**config.mk**
```make
export PLATFORM = sky130hd
export DESIGN_NAME = sys_addr_decode
export DESIGN_NICKNAME = d
export VERILOG_FILES = /design/src/rtl/addr_map_pkg.sv /design/src/rtl/region_tag_cmp.sv /design/src/rtl/addr_decode_core.sv /design/src/rtl/remap_cfg_reg.sv /design/src/rtl/dphase_sel_reg.sv /design/src/rtl/sys_addr_decode.sv
export SDC_FILE = /design/constraint.sdc
export NUM_CORES = 1
export LEC_CHECK = 0
export BUFFER_PORTS_ARGS = -buffer_cell sky130_fd_sc_hd__buf_4
export CAP_MARGIN = 15
export CORE_MARGIN = 4
export CORE_UTILIZATION = 37
export CTS_BUF_LIST = sky130_fd_sc_hd__clkbuf_4 sky130_fd_sc_hd__clkbuf_8 sky130_fd_sc_hd__clkbuf_16
export CTS_CLUSTER_DIAMETER = 150
export DETAILED_ROUTE_END_ITERATION = 10
export PLACE_DENSITY = 0.79
export SYNTH_ARGS = -nofsm -noshare
export SYNTH_HDL_FRONTEND = slang
export SYNTH_SLANG_ARGS = --single-unit
export TNS_END_PERCENT = 1
```
**constraint.sdc**
```tcl
create_clock -name clk -period 1.8 [get_ports clk]
set_input_delay 0.09 -clock clk [delete_from_list [all_inputs] [get_ports clk]]
set_output_delay 0.09 -clock clk [all_outputs]
set_load 0.02 [all_outputs]
```
**src/rtl/addr_map_pkg.sv**
```systemverilog
package addr_map_pkg;
  localparam int NSEL     = 10;
  localparam int NREGION  = 9;
  localparam int S_ROM    = 0;
  localparam int S_RAM    = 1;
  localparam int S_OTP    = 2;
  localparam int S_PG3    = 3;
  localparam int S_PG4    = 4;
  localparam int S_PG5    = 5;
  localparam int S_PG6    = 6;
  localparam int S_PG7    = 7;
  localparam int S_PPB    = 8;
  localparam int S_ERR    = 9;

  // Region tag: address bits [31:lsb] must equal base[31:lsb]
  localparam logic [31:0] REGION_BASE [NREGION] = '{
    32'h0000_0000, 32'h2004_0000, 32'h3002_0000,
    32'h4000_0000, 32'h5000_0000, 32'h6000_0000,
    32'h7000_0000, 32'h7008_0000, 32'hE000_0000
  };
  localparam int REGION_LSB [NREGION] = '{
    17, 18, 17, 20, 20, 20, 19, 19, 20
  };
endpackage

```
**src/rtl/region_tag_cmp.sv**
```systemverilog
module region_tag_cmp #(
  parameter int          LSB  = 20,
  parameter logic [31:0] BASE = 32'h0
) (
  input  logic [31-LSB:0] tag,
  output logic            hit
);
  localparam logic [31-LSB:0] KEY = BASE[31:LSB];
  assign hit = (tag == KEY);
endmodule

```
**src/rtl/addr_decode_core.sv**
```systemverilog
module addr_decode_core
  import addr_map_pkg::*;
#(
  parameter int REMAP_LSB = 10
) (
  input  logic [31:REMAP_LSB] addr_hi,
  input  logic                valid,
  input  logic                remap,
  output logic [NSEL-1:0]     sel
);
  logic [NREGION-1:0] hit;
  logic               in_window;
  logic [NSEL-1:0]    raw;

  for (genvar g = 0; g < NREGION; g++) begin : g_region
    region_tag_cmp #(
      .LSB  (REGION_LSB[g]),
      .BASE (REGION_BASE[g])
    ) u_cmp (
      .tag (addr_hi[31:REGION_LSB[g]]),
      .hit (hit[g])
    );
  end

  assign in_window = (addr_hi == '0);

  always_comb begin
    raw = '0;
    raw[NREGION-1:0] = hit;
    if (remap && in_window) begin
      raw[S_ROM] = 1'b0;
      raw[S_RAM] = 1'b1;
    end
    raw[S_ERR] = ~|hit;
    sel = valid ? raw : '0;
  end
endmodule

```
**src/rtl/remap_cfg_reg.sv**
```systemverilog
module remap_cfg_reg (
  input  logic clk,
  input  logic rst_n,
  input  logic wr_en,
  input  logic wr_data,
  output logic remap
);
  always_ff @(posedge clk or negedge rst_n) begin
    if (!rst_n)     remap <= 1'b0;
    else if (wr_en) remap <= wr_data;
  end

  AST_CFG_WRITE: assert property (@(posedge clk) disable iff (!rst_n)
    wr_en |=> (remap == $past(wr_data)));
  AST_CFG_KEEP: assert property (@(posedge clk) disable iff (!rst_n)
    !wr_en |=> $stable(remap));
endmodule

```
**src/rtl/dphase_sel_reg.sv**
```systemverilog
module dphase_sel_reg #(
  parameter int W = 10
) (
  input  logic         clk,
  input  logic         rst_n,
  input  logic         ready,
  input  logic [W-1:0] sel_in,
  output logic [W-1:0] sel_out
);
  always_ff @(posedge clk or negedge rst_n) begin
    if (!rst_n)     sel_out <= '0;
    else if (ready) sel_out <= sel_in;
  end

  AST_DPH_LOAD: assert property (@(posedge clk) disable iff (!rst_n)
    ready |=> (sel_out == $past(sel_in)));
  AST_DPH_HOLD: assert property (@(posedge clk) disable iff (!rst_n)
    !ready |=> $stable(sel_out));
endmodule

```
**src/rtl/sys_addr_decode.sv**
```systemverilog
module sys_addr_decode
  import addr_map_pkg::*;
#(
  parameter int REMAP_LSB = 10
) (
  input  logic            clk,
  input  logic            rst_n,
  input  logic [31:0]     addr,
  input  logic            addr_valid,
  input  logic            bus_ready,
  input  logic            cfg_wr_en,
  input  logic            cfg_wr_data,
  output logic            remap_q,
  output logic [NSEL-1:0] sel,
  output logic [NSEL-1:0] sel_dphase
);
  logic addr_lo_unused;
  assign addr_lo_unused = ^addr[REMAP_LSB-1:0];

  remap_cfg_reg u_remap (
    .clk     (clk),
    .rst_n   (rst_n),
    .wr_en   (cfg_wr_en),
    .wr_data (cfg_wr_data),
    .remap   (remap_q)
  );

  addr_decode_core #(.REMAP_LSB(REMAP_LSB)) u_core (
    .addr_hi (addr[31:REMAP_LSB]),
    .valid   (addr_valid),
    .remap   (remap_q),
    .sel     (sel)
  );

  dphase_sel_reg #(.W(NSEL)) u_dph (
    .clk     (clk),
    .rst_n   (rst_n),
    .ready   (bus_ready),
    .sel_in  (sel),
    .sel_out (sel_dphase)
  );

  AST_SEL_ONEHOT: assert property (@(posedge clk) disable iff (!rst_n)
    addr_valid |-> $countones(sel) == 1);
  AST_SEL_IDLE: assert property (@(posedge clk) disable iff (!rst_n)
    !addr_valid |-> sel == '0);
  AST_BOOT_ROM: assert property (@(posedge clk) disable iff (!rst_n)
    (addr_valid && !remap_q && addr == 32'h0) |-> sel[S_ROM]);
  AST_BOOT_RAM: assert property (@(posedge clk) disable iff (!rst_n)
    (addr_valid && remap_q && addr == 32'h0) |-> sel[S_RAM]);
endmodule

```
==> impl_metrics.csv, run 1 <==
group,metric,value,unit
synthesis,synth.net_count,101,
worst_hold_path,timing.hold.worst.start,"cfg_wr_data",
pwr,pwr_density_cell,510.6,nW/um2
placed_design,routabilityCongestion,0.6925,
worst_setup_path,timing.critical_path.from,"u_remap.remap",
grt,antenna_found_initial,0,
worst_setup_path,cp-end-kind,"output pin",
route,routedWlPerCell,14.48,um
placed_design,io_buffer_count,48,
floorplan,placeableCoreArea,1745,um2
synthesis,synth_top_cell_by_area,"sky130_fd_sc_hd__dfrtp_1",
timing,finalWorstPathRequiredPeriod,1.643,ns
pwr,static_leak,0.5352,nW
clock_tree,cts.sinks,11,
timing,layout_setup_ws,0.1566,ns
route,dr.first_iter.drc_count,6,
timing,grt_setup_unrepaired,"no",
grt,track_usage,15.78,%
clock_tree,cts_tree,"built",
clock_tree,cts-root-buf,"sky130_fd_sc_hd__clkbuf_4",
clock_tree,htree_levels,1,
synthesis,synth_enable_flop_cells,0,
floorplan,i_o_pin_total,59,
timing,post-route-period-util,91.30,%
worst_setup_path,timing.critical_path.arrival,1.55,ns
floorplan,chipHeight,51.25,um
synthesis,synth.yosys.seq_area_share,39.78,%
clock_tree,cts.reportedPaths.clkPinSlew,0.08,ns
timing,fin_skew,0.003419,ns
route,routed_wirelength,1984,um
worst_setup_path,required_time_at_the_worst_slack_endpoint,1.71,ns
timing,tns,0,ns
synthesis,synth-warning-count,0,
pwr,post-layout-total-power,0.5622,mW
synthesis,synth-seq-cells,11,
clock_tree,post_cts.resized_instances,0,
route,dr_total_vias,703,
worst_setup_path,crit_type,"reg2out",
route,post_drt_via_cell_ratio,5.131,
cells_and_area,post_route_cells_drive_above_1_share,61.61,%
clock_tree,cts-buffers-inserted,3,
synthesis,synth_top_cells_by_area,"sky130_fd_sc_hd__dfrtp_1 40%, sky130_fd_sc_hd__mux2_2 11%, sky130_fd_sc_hd__nor4_4 6.1%, sky130_fd_sc_hd__nor4_2 3.6%, sky130_fd_sc_hd__nor2b_1 2.7%",
floorplan,rows,15,
route,drt-pass1-iter-count,4,
cells_and_area,nNetsFinal,151,
synthesis,syn_avg_cell_area,10.98,um2
worst_setup_path,r2r_start,"u_remap.remap",
timing,finalSetupViolations,0,
synthesis,synth.distinct_cells,30,
synthesis,ys_top_cells_by_count,"11 x sky130_fd_sc_hd__dfrtp_1, 7 x sky130_fd_sc_hd__mux2_2",
clock_tree,cts.path.max_buffers,2,
worst_setup_path,worstPathMaxFanout,3,
pwr,ir_drop,317.7,uV
timing,timing_worst_slew_pin_value,0.3794,ns
placed_design,pre_cts_ws,0.2064,ns
synthesis,synth-main-ff-cell,"sky130_fd_sc_hd__dfrtp_1",
cells_and_area,area_delta_synth_final,59.13,%
timing,timing_max_transition_violations_final,0,
placed_design,dp_hpwl,1588,um
route,drc_errors,0,
clock_tree,clock_insertion_delay_worst_skew,0.27,ns
route,drt.antenna.violating_nets,0,
grt,grt_max_degree,15,
timing,top_achievable_clock_speed,608.5,MHz
synthesis,synth.top_cell.area_share,39.78,%
synthesis,mappedNetlistArea,691.9,um2
run_status,run_status,"completed",
timing,holdWs,0.05838,ns
worst_hold_path,min_path_type,"in2reg",
worst_setup_path,worstSetupStartpointType,"register",
floorplan,initial_core_util,39.64,%
synthesis,synth_async_sr_flop_share,100.0,%
synthesis,post-synth-top-count-cell,"sky130_fd_sc_hd__dfrtp_1",
cells_and_area,antenna_cells_inserted,0,
floorplan,dieArea,2626,um2
synthesis,synth_cells,63,
grt,grt.overflow.total,0,
job,max_cap_violations,0,
timing,maxSlewHeadroom,74.47,%
timing,final-hold-violation-count,0,
grt,grt_first_pass_wirelength,3167,um
grt,grt_pass1_vias,748,
floorplan,fp.dieW,51.25,um
==> placed cells by master, fill, tap and decap left out <==
cell type | netlist | layout
sky130_fd_sc_hd__nand2_1 | 2 | 2
sky130_fd_sc_hd__nor2_1 | 3 | 3
sky130_fd_sc_hd__or4_4 | 1 | 1
sky130_fd_sc_hd__nand4_1 | 1 | 1
sky130_fd_sc_hd__nand3_1 | 2 | 2
sky130_fd_sc_hd__a21oi_1 | 1 | 1
sky130_fd_sc_hd__nor4_1 | 2 | 2
sky130_fd_sc_hd__nor2_4 | 1 | 1
sky130_fd_sc_hd__a31oi_1 | 1 | 1
sky130_fd_sc_hd__buf_4 | 0 | 48
sky130_fd_sc_hd__o311ai_1 | 1 | 1
sky130_fd_sc_hd__o21ai_0 | 1 | 1
sky130_fd_sc_hd__a21boi_1 | 1 | 1
sky130_fd_sc_hd__inv_1 | 3 | 3
sky130_fd_sc_hd__nor3_1 | 3 | 3
sky130_fd_sc_hd__mux2_2 | 7 | 7
sky130_fd_sc_hd__nor4b_1 | 1 | 1
sky130_fd_sc_hd__a221oi_1 | 1 | 1
sky130_fd_sc_hd__a31o_2 | 2 | 2
sky130_fd_sc_hd__and2_1 | 2 | 2
sky130_fd_sc_hd__dfrtp_1 | 11 | 11
sky130_fd_sc_hd__nor4b_2 | 1 | 1
sky130_fd_sc_hd__or3_4 | 1 | 1
sky130_fd_sc_hd__a32oi_1 | 1 | 1
sky130_fd_sc_hd__nor4_2 | 2 | 2
sky130_fd_sc_hd__nor4_4 | 2 | 2
sky130_fd_sc_hd__mux2_1 | 1 | 1
sky130_fd_sc_hd__dlygate4sd3_1 | 0 | 1
sky130_fd_sc_hd__and3_1 | 1 | 1
sky130_fd_sc_hd__clkbuf_4 | 0 | 4
sky130_fd_sc_hd__nor2b_1 | 3 | 3
==> path summary, 6_finish.rpt <==
kind | endpoint | slack [ns] | depth (start not counted)
worst min register to register | u_dph.sel_out[2] | 0.50 | 1
max in group asynchronous | u_remap.remap | 1.47 | 2
worst max-delay path | sel[1] | 0.16 | 4
min in group asynchronous | u_dph.sel_out[4] | 0.18 | 2
worst max register to register | u_dph.sel_out[1] | 0.45 | 4
worst min-delay path | u_remap.remap | 0.06 | 2
==> registers in the layout, indices dropped and copies added (netlist names) <==
signal / flops
u_remap.remap: 1
u_dph.sel_out: 10
==> final cells by class <==
class,instances,area (um2)
Timing Repair Buffer,49,370.4
Clock buffer,4,30.03
Inverter,3,11.26
Sequential cell,11,275.3
Multi-Input combinational cell,45,382.9
Fill cell,165,644.4
Tap cell,25,31.28
==> cells by family after synthesis <==
| family | count (synthesis) | share of synthesized area [%] |
|---|---|---|
| and+or+nand+nor | 28 | 32.55 |
| muxes | 8 | 13.02 |
| DFF | 11 | 39.78 |
| AOI/OAI and AO/OA | 9 | 9.766 |
| buffers and inverters | 7 | 4.882 |
==> worst max-delay path, stage by stage, from the launching register on <==
cell and delay [ns]:
sky130_fd_sc_hd__dfrtp_1 0.36, sky130_fd_sc_hd__nor4b_1 0.33, sky130_fd_sc_hd__a32oi_1 0.18, sky130_fd_sc_hd__nor4_2 0.22, sky130_fd_sc_hd__buf_4 0.20
==> where the power goes <==
| group | internal, mW | switching, mW |
|---|---|---|
| clock network | 0.101 | 0.0910 |
| registers | 0.251 | 0.00268 |
| logic | 0.0617 | 0.0549 |
| total | 0.414 | 0.149 |
==> per-layer routing <==
| metal | track usage, % | up-vias | share of wire (%) |
|---|---|---|---|
| met4 | 4.367 | 0 | 1.8 |
| li1 | - | 336 | - |
| met5 | 0 | - | 0 |
| met2 | 28.97 | 38 | 51 |
| met1 | 16.94 | 323 | 37 |
| met3 | 5.539 | 6 | 10 |
==> stage by stage <==
stage	utilization, %	cell area [um2]	std cells
4_1_cts	63.08	1101	137
6_report	63.08	1101	137
2_1_floorplan	-	691.9	63
3_5_place_dp	60.79	1061	132
3_3_place_gp	60.79	1061	132
5_1_grt	63.08	1101	137
==> timing repair <==
item                                   in CTS  in global routing
endpoints found under the hold margin      11                  0
hold buffers                                1                  0
buffers inserted                            0                  0
No activity file was read; power rests on OpenSTA's default activity.
==> run 2: changes to the inputs <==
Settings changed: PLACE_DENSITY 0.79 to 0.87, RECOVER_POWER from default to 100, SKIP_CTS_REPAIR_TIMING from default to 1.
==> impl_metrics.csv, run 2 (synthesized netlist as in run 1, its figures left out) <==
group,metric,value,unit
clock_tree,htree_levels,1,
pwr,pwr_density_cell,537.8,nW/um2
grt,grt.overflow.total,0,
pwr,p_int,0.4075,mW
cells_and_area,largestRegisters,"u_dph.sel_out: 10 flops, u_remap.remap: 1 flops",
route,post_drt_via_cell_ratio,5.131,
cells_and_area,antenna_cells_inserted,0,
pwr,combinationalPowerShare,19.7,%
grt,grt_first_pass_wirelength,3208,um
cells_and_area,largest_register,"u_dph.sel_out",
worst_setup_path,timing.critical_path.arrival,1.58,ns
route,drt-pass1-iter-count,3,
cells_and_area,highest_count_cells_in_the_layout_ignoring_fill_and_taps,"29 x sky130_fd_sc_hd__buf_4, 18 x sky130_fd_sc_hd__clkbuf_1, 11 x sky130_fd_sc_hd__dfrtp_1",
pwr,static_leak,0.4578,nW
clock_tree,cts.sinks,11,
clock_tree,cts-buffers-inserted,3,
floorplan,placeableCoreArea,1745,um2
run_status,run_status,"completed",
timing,final-hold-violation-count,0,
cells_and_area,layout_commonest_cell,"sky130_fd_sc_hd__buf_4",
timing,finalSetupViolations,0,
pwr,seq_power_share,46.3,%
worst_setup_path,crit_chain,"buf_4 > or3_4 > or4_1 > o311ai_0 > a31oi_1 > clkbuf_2",
worst_setup_path,max_stage_delay,0.48,ns
placed_design,detailed_place.area,1061,um2
timing,finalWorstPathRequiredPeriod,1.673,ns
clock_tree,cts.path.max_buffers,2,
pwr,power.share.clock,34.0,%
placed_design,pre_cts_ws,0.2010,ns
timing,timing_worst_slew_pin_value,0.6098,ns
timing,timing_max_transition_violations_final,0,
worst_setup_path,worstPathMaxFanout,8,
cells_and_area,final_util,58.49,%
floorplan,fp.dieW,51.25,um
worst_setup_path,required_time_at_the_worst_slack_endpoint,1.71,ns
timing,tns,0,ns
job,max_cap_violations,0,
floorplan,dieArea,2626,um2
clock_tree,clock_insertion_delay_worst_skew,0.27,ns
timing,layout_setup_ws,0.1269,ns
timing,top_achievable_clock_speed,597.7,MHz
grt,track_usage,16.08,%
grt,antenna_found_initial,0,
timing,maxSlewHeadroom,59.35,%
clock_tree,cts_tree,"built",
pwr,switching_power,0.1416,mW
timing,grt_setup_unrepaired,"no",
clock_tree,cts.reportedPaths.clkPinSlew,0.07,ns
pwr,power.share.switching,25.79,%
cells_and_area,post-route-cell-area,1021,um2
clock_tree,cts-root-buf,"sky130_fd_sc_hd__clkbuf_4",
worst_setup_path,cp_slowest_cell,"sky130_fd_sc_hd__or4_1",
worst_setup_path,cp-end-kind,"output pin",
cells_and_area,area_delta_synth_final,47.56,%
worst_hold_path,min_path_type,"in2reg",
route,routed_wirelength,1978,um
cells_and_area,post_route_cells_drive_above_1_share,43.75,%
route,dr_total_vias,703,
floorplan,rows,15,
floorplan,initial_core_util,39.64,%
placed_design,io_buffer_count,48,
grt,grt_max_degree,15,
placed_design,routabilityCongestion,0.8307,
timing,fin_skew,0.0002048,ns
cells_and_area,largest_register_ff_count,10,
floorplan,i_o_pin_total,59,
worst_setup_path,crit_type,"in2out",
route,routedWlPerCell,14.44,um
route,drc_errors,0,
route,dr.first_iter.drc_count,15,
cells_and_area,nNetsFinal,151,
cells_and_area,nFillCells,181,
grt,grt_pass1_vias,745,
worst_setup_path,worstSetupStartpointType,"primary input",
pwr,ir_drop,300.4,uV
timing,post-route-period-util,92.95,%
route,drt.antenna.violating_nets,0,
floorplan,chipHeight,51.25,um
## run 2: worst max-delay path: cells and delay by family
family                 cells  cell delay, ns
AOI/OAI and AO/OA          2            0.31
and+or+nand+nor            2            0.86
buffers and inverters      2            0.32
## run 2: area by class of cell
cell class	instances	area (um2)	area share, %
clock buffer	4	30.03	2.941
inverter	3	11.26	1.103
timing repair buffer	49	300.3	29.41
tap	25	31.28	3.064
sequential	11	275.3	26.96
multi-input combinational	45	372.9	36.52
## run 2: path summary, 6_finish.rpt
| check | startpoint | end | slack, ns | cells past startpoint |
|---|---|---|---|---|
| setup / recovery | addr[31] | sel[9] | 0.13 | 6 |
| hold / removal | cfg_wr_data | u_remap.remap | 0.06 | 2 |
| setup reg to reg | u_remap.remap | u_dph.sel_out[0] | 0.43 | 4 |
| hold reg to reg | u_dph.sel_out[8] | u_dph.sel_out[8] | 0.51 | 1 |
| max in group asynchronous | rst_n | u_dph.sel_out[7] | 1.06 | 2 |
| min in group asynchronous | rst_n | u_dph.sel_out[9] | 0.34 | 2 |
## run 2: metal layers
layer | share of wire, % | wire [um] | vias to the layer above | GRT usage [%]
met3 | 8.2 | 162 | 2 | 5.248
li1 | - | - | 341 | -
met5 | 0 | 0 | - | 0
met1 | 39 | 764 | 332 | 17.63
met4 | 0.56 | 11 | 0 | 2.620
met2 | 53 | 1039 | 28 | 30.26
## run 2: stage by stage
stage               power [mW]  hold WS, ns  instances
CTS                     0.5594      -0.3571        136
global route            0.5769      0.05423        137
floorplan               0.3026      -0.2056         63
finish                  0.5491      0.05524        137
detailed placement      0.3731     -0.06504        132
global placement        0.3699     -0.06504        132
## run 2: power groups by stage
stage / Combinational, mW / Clock, mW / Sequential (mW)
6_report: 0.108 / 0.187 / 0.254
5_1_grt: 0.119 / 0.203 / 0.255
4_1_cts: 0.115 / 0.191 / 0.254
3_5_place_dp: 0.114 / 0 / 0.259
3_3_place_gp: 0.111 / 0 / 0.258
2_1_floorplan: 0.0386 / 0 / 0.264
==> run 3: changes to the inputs <==
Settings changed: CORE_MARGIN 4 to default.
Clock period 1.8 ns to 1.82 ns, I/O delays scaled along.
==> impl_metrics.csv, run 3 (synthesized netlist as in run 1, its figures left out) <==
group,metric,value,unit
cells_and_area,layout_commonest_cell,"sky130_fd_sc_hd__buf_4",
timing,timing_max_transition_violations_final,0,
floorplan,rows,15,
worst_setup_path,cp-end-kind,"output pin",
floorplan,i_o_pin_total,59,
cells_and_area,finish.cell_count_without_fillers,137,
floorplan,initial_core_util,39.64,%
route,routedWlPerCell,13.17,um
cells_and_area,nNetsFinal,151,
pwr,combinationalPowerShare,19.9,%
clock_tree,cts.sinks,11,
pwr,power.share.switching,24.69,%
grt,grt_pass1_vias,682,
clock_tree,cts-root-buf,"sky130_fd_sc_hd__clkbuf_4",
timing,tns,0,ns
pwr,p_int,0.4017,mW
worst_hold_path,hold_path_stages,2,
clock_tree,cts_tree,"built",
timing,grt_setup_unrepaired,"no",
placed_design,dp_hpwl,1467,um
worst_setup_path,worstPathMaxFanout,6,
pwr,post-layout-total-power,0.5334,mW
grt,grt_max_degree,15,
grt,grt_first_pass_wirelength,2829,um
floorplan,fp.dieW,45.25,um
floorplan,dieArea,2047,um2
worst_setup_path,worstSetupStartpointType,"primary input",
worst_setup_path,worst-r2r-setup-slack,0.48,ns
pwr,static_leak,0.4465,nW
worst_setup_path,crit-reg2reg-capture,"u_dph.sel_out[0]",
pwr,seq_power_share,47.1,%
timing,finalWorstPathRequiredPeriod,1.675,ns
route,drt.antenna.violating_nets,0,
pwr,ir_drop,268.1,uV
cells_and_area,area_delta_synth_final,46.11,%
route,drc_errors,0,
timing,final-hold-violation-count,0,
timing,fin_skew,0.002185,ns
clock_tree,cts.reportedPaths.clkPinSlew,0.07,ns
cells_and_area,largest_register_ff_count,10,
job,max_cap_violations,0,
pwr,switching_power,0.1317,mW
route,post_drt_via_cell_ratio,5.153,
worst_hold_path,min_path_type,"in2reg",
clock_tree,htree_levels,1,
cells_and_area,final_util,57.92,%
cells_and_area,antenna_cells_inserted,0,
cells_and_area,highest_count_cells_in_the_layout_ignoring_fill_and_taps,"26 x sky130_fd_sc_hd__buf_4, 20 x sky130_fd_sc_hd__clkbuf_1, 11 x sky130_fd_sc_hd__dfrtp_1",
grt,track_usage,18.84,%
timing,maxSlewHeadroom,59.38,%
cells_and_area,largest_register,"u_dph.sel_out",
grt,antenna_found_initial,0,
clock_tree,cts-buffers-inserted,3,
placed_design,dpl.cell_count,132,
worst_setup_path,r2r_start,"u_remap.remap",
placed_design,routabilityCongestion,0.7622,
route,routed_wirelength,1804,um
worst_hold_path,hold-path-endpoint,"u_remap.remap",
route,drt-pass1-iter-count,4,
pwr,pwr_density_cell,527.7,nW/um2
clock_tree,clock_insertion_delay_worst_skew,0.26,ns
cells_and_area,largestRegisters,"u_dph.sel_out: 10 flops, u_remap.remap: 1 flops",
worst_hold_path,timing.hold.worst.start,"cfg_wr_data",
timing,finalSetupViolations,0,
placed_design,io_buffer_count,48,
pwr,power.share.clock,32.9,%
clock_tree,cts.path.max_buffers,2,
floorplan,placeableCoreArea,1745,um2
worst_setup_path,timing.critical_path.arrival,1.58,ns
cells_and_area,post_route_cells_drive_above_1_share,41.96,%
worst_setup_path,required_time_at_the_worst_slack_endpoint,1.73,ns
worst_setup_path,crit_type,"in2out",
timing,holdWs,0.06490,ns
route,dr.first_iter.drc_count,6,
timing,post-route-period-util,92.04,%
timing,timing_worst_slew_pin_value,0.6094,ns
timing,top_achievable_clock_speed,597.0,MHz
worst_setup_path,rr_worst_depth,4,
run_status,run_status,"completed",
floorplan,chipHeight,45.25,um
route,dr_total_vias,706,
grt,grt.overflow.total,0,
run 3: critical path: stages:
cell,delay [ns]
sky130_fd_sc_hd__clkbuf_1,0.10
sky130_fd_sc_hd__nor4_4,0.34
sky130_fd_sc_hd__nand4_1,0.28
sky130_fd_sc_hd__nor4_1,0.48
sky130_fd_sc_hd__clkbuf_1,0.29
run 3: metal layers:
metal / routed length, um / GRT usage, % / vias up / part of all wire (%)
met5: 0 / 0 / - / 0
met4: 18 / 3.030 / 0 / 1.0
met3: 136 / 2.400 / 4 / 7.5
met2: 899 / 35.94 / 39 / 50
met1: 750 / 22.56 / 329 / 42
li1: - / - / 334 / -
run 3: power groups by stage:
stage | clock network, mW | registers (mW) | logic, mW
after CTS | 0.184 | 0.251 | 0.113
after detailed placement | 0 | 0.256 | 0.113
after global routing | 0.198 | 0.252 | 0.117
after global placement | 0 | 0.256 | 0.109
after floorplan | 0 | 0.261 | 0.0382
final | 0.176 | 0.251 | 0.106
run 3: how the worst max path moves through the flow:
stage / from / to / slack (ns) / depth (start not counted)
finish: addr[21] / sel[6] / 0.14 / 5
global route: u_remap.remap / sel[1] / 0.07 / 4
CTS: u_remap.remap / sel[1] / 0.20 / 4
detailed placement: addr[31] / sel[9] / 0.22 / 6
global placement: addr[31] / sel[9] / 0.24 / 6
floorplan: addr[21] / u_dph.sel_out[3] / 0.11 / 4
run 3: final cells by class:
| type | instances | area, um2 |
|---|---|---|
| Multi-Input combinational cell | 45 | 372.9 |
| Tap cell | 25 | 31.28 |
| Clock buffer | 4 | 30.03 |
| Timing Repair Buffer | 49 | 290.3 |
| Inverter | 3 | 11.26 |
| Sequential cell | 11 | 275.3 |
| Fill cell | 177 | 734.5 |
run 3: per-stage QoR:
| step | area (um2) | setup WS [ns] |
|---|---|---|
| floorplan | 691.9 | 0.1084 |
| finish | 1011 | 0.1449 |
| detailed placement | 1061 | 0.2187 |
| global placement | 1061 | 0.2408 |
| global route | 1011 | 0.07028 |
| CTS | 1091 | 0.2041 |
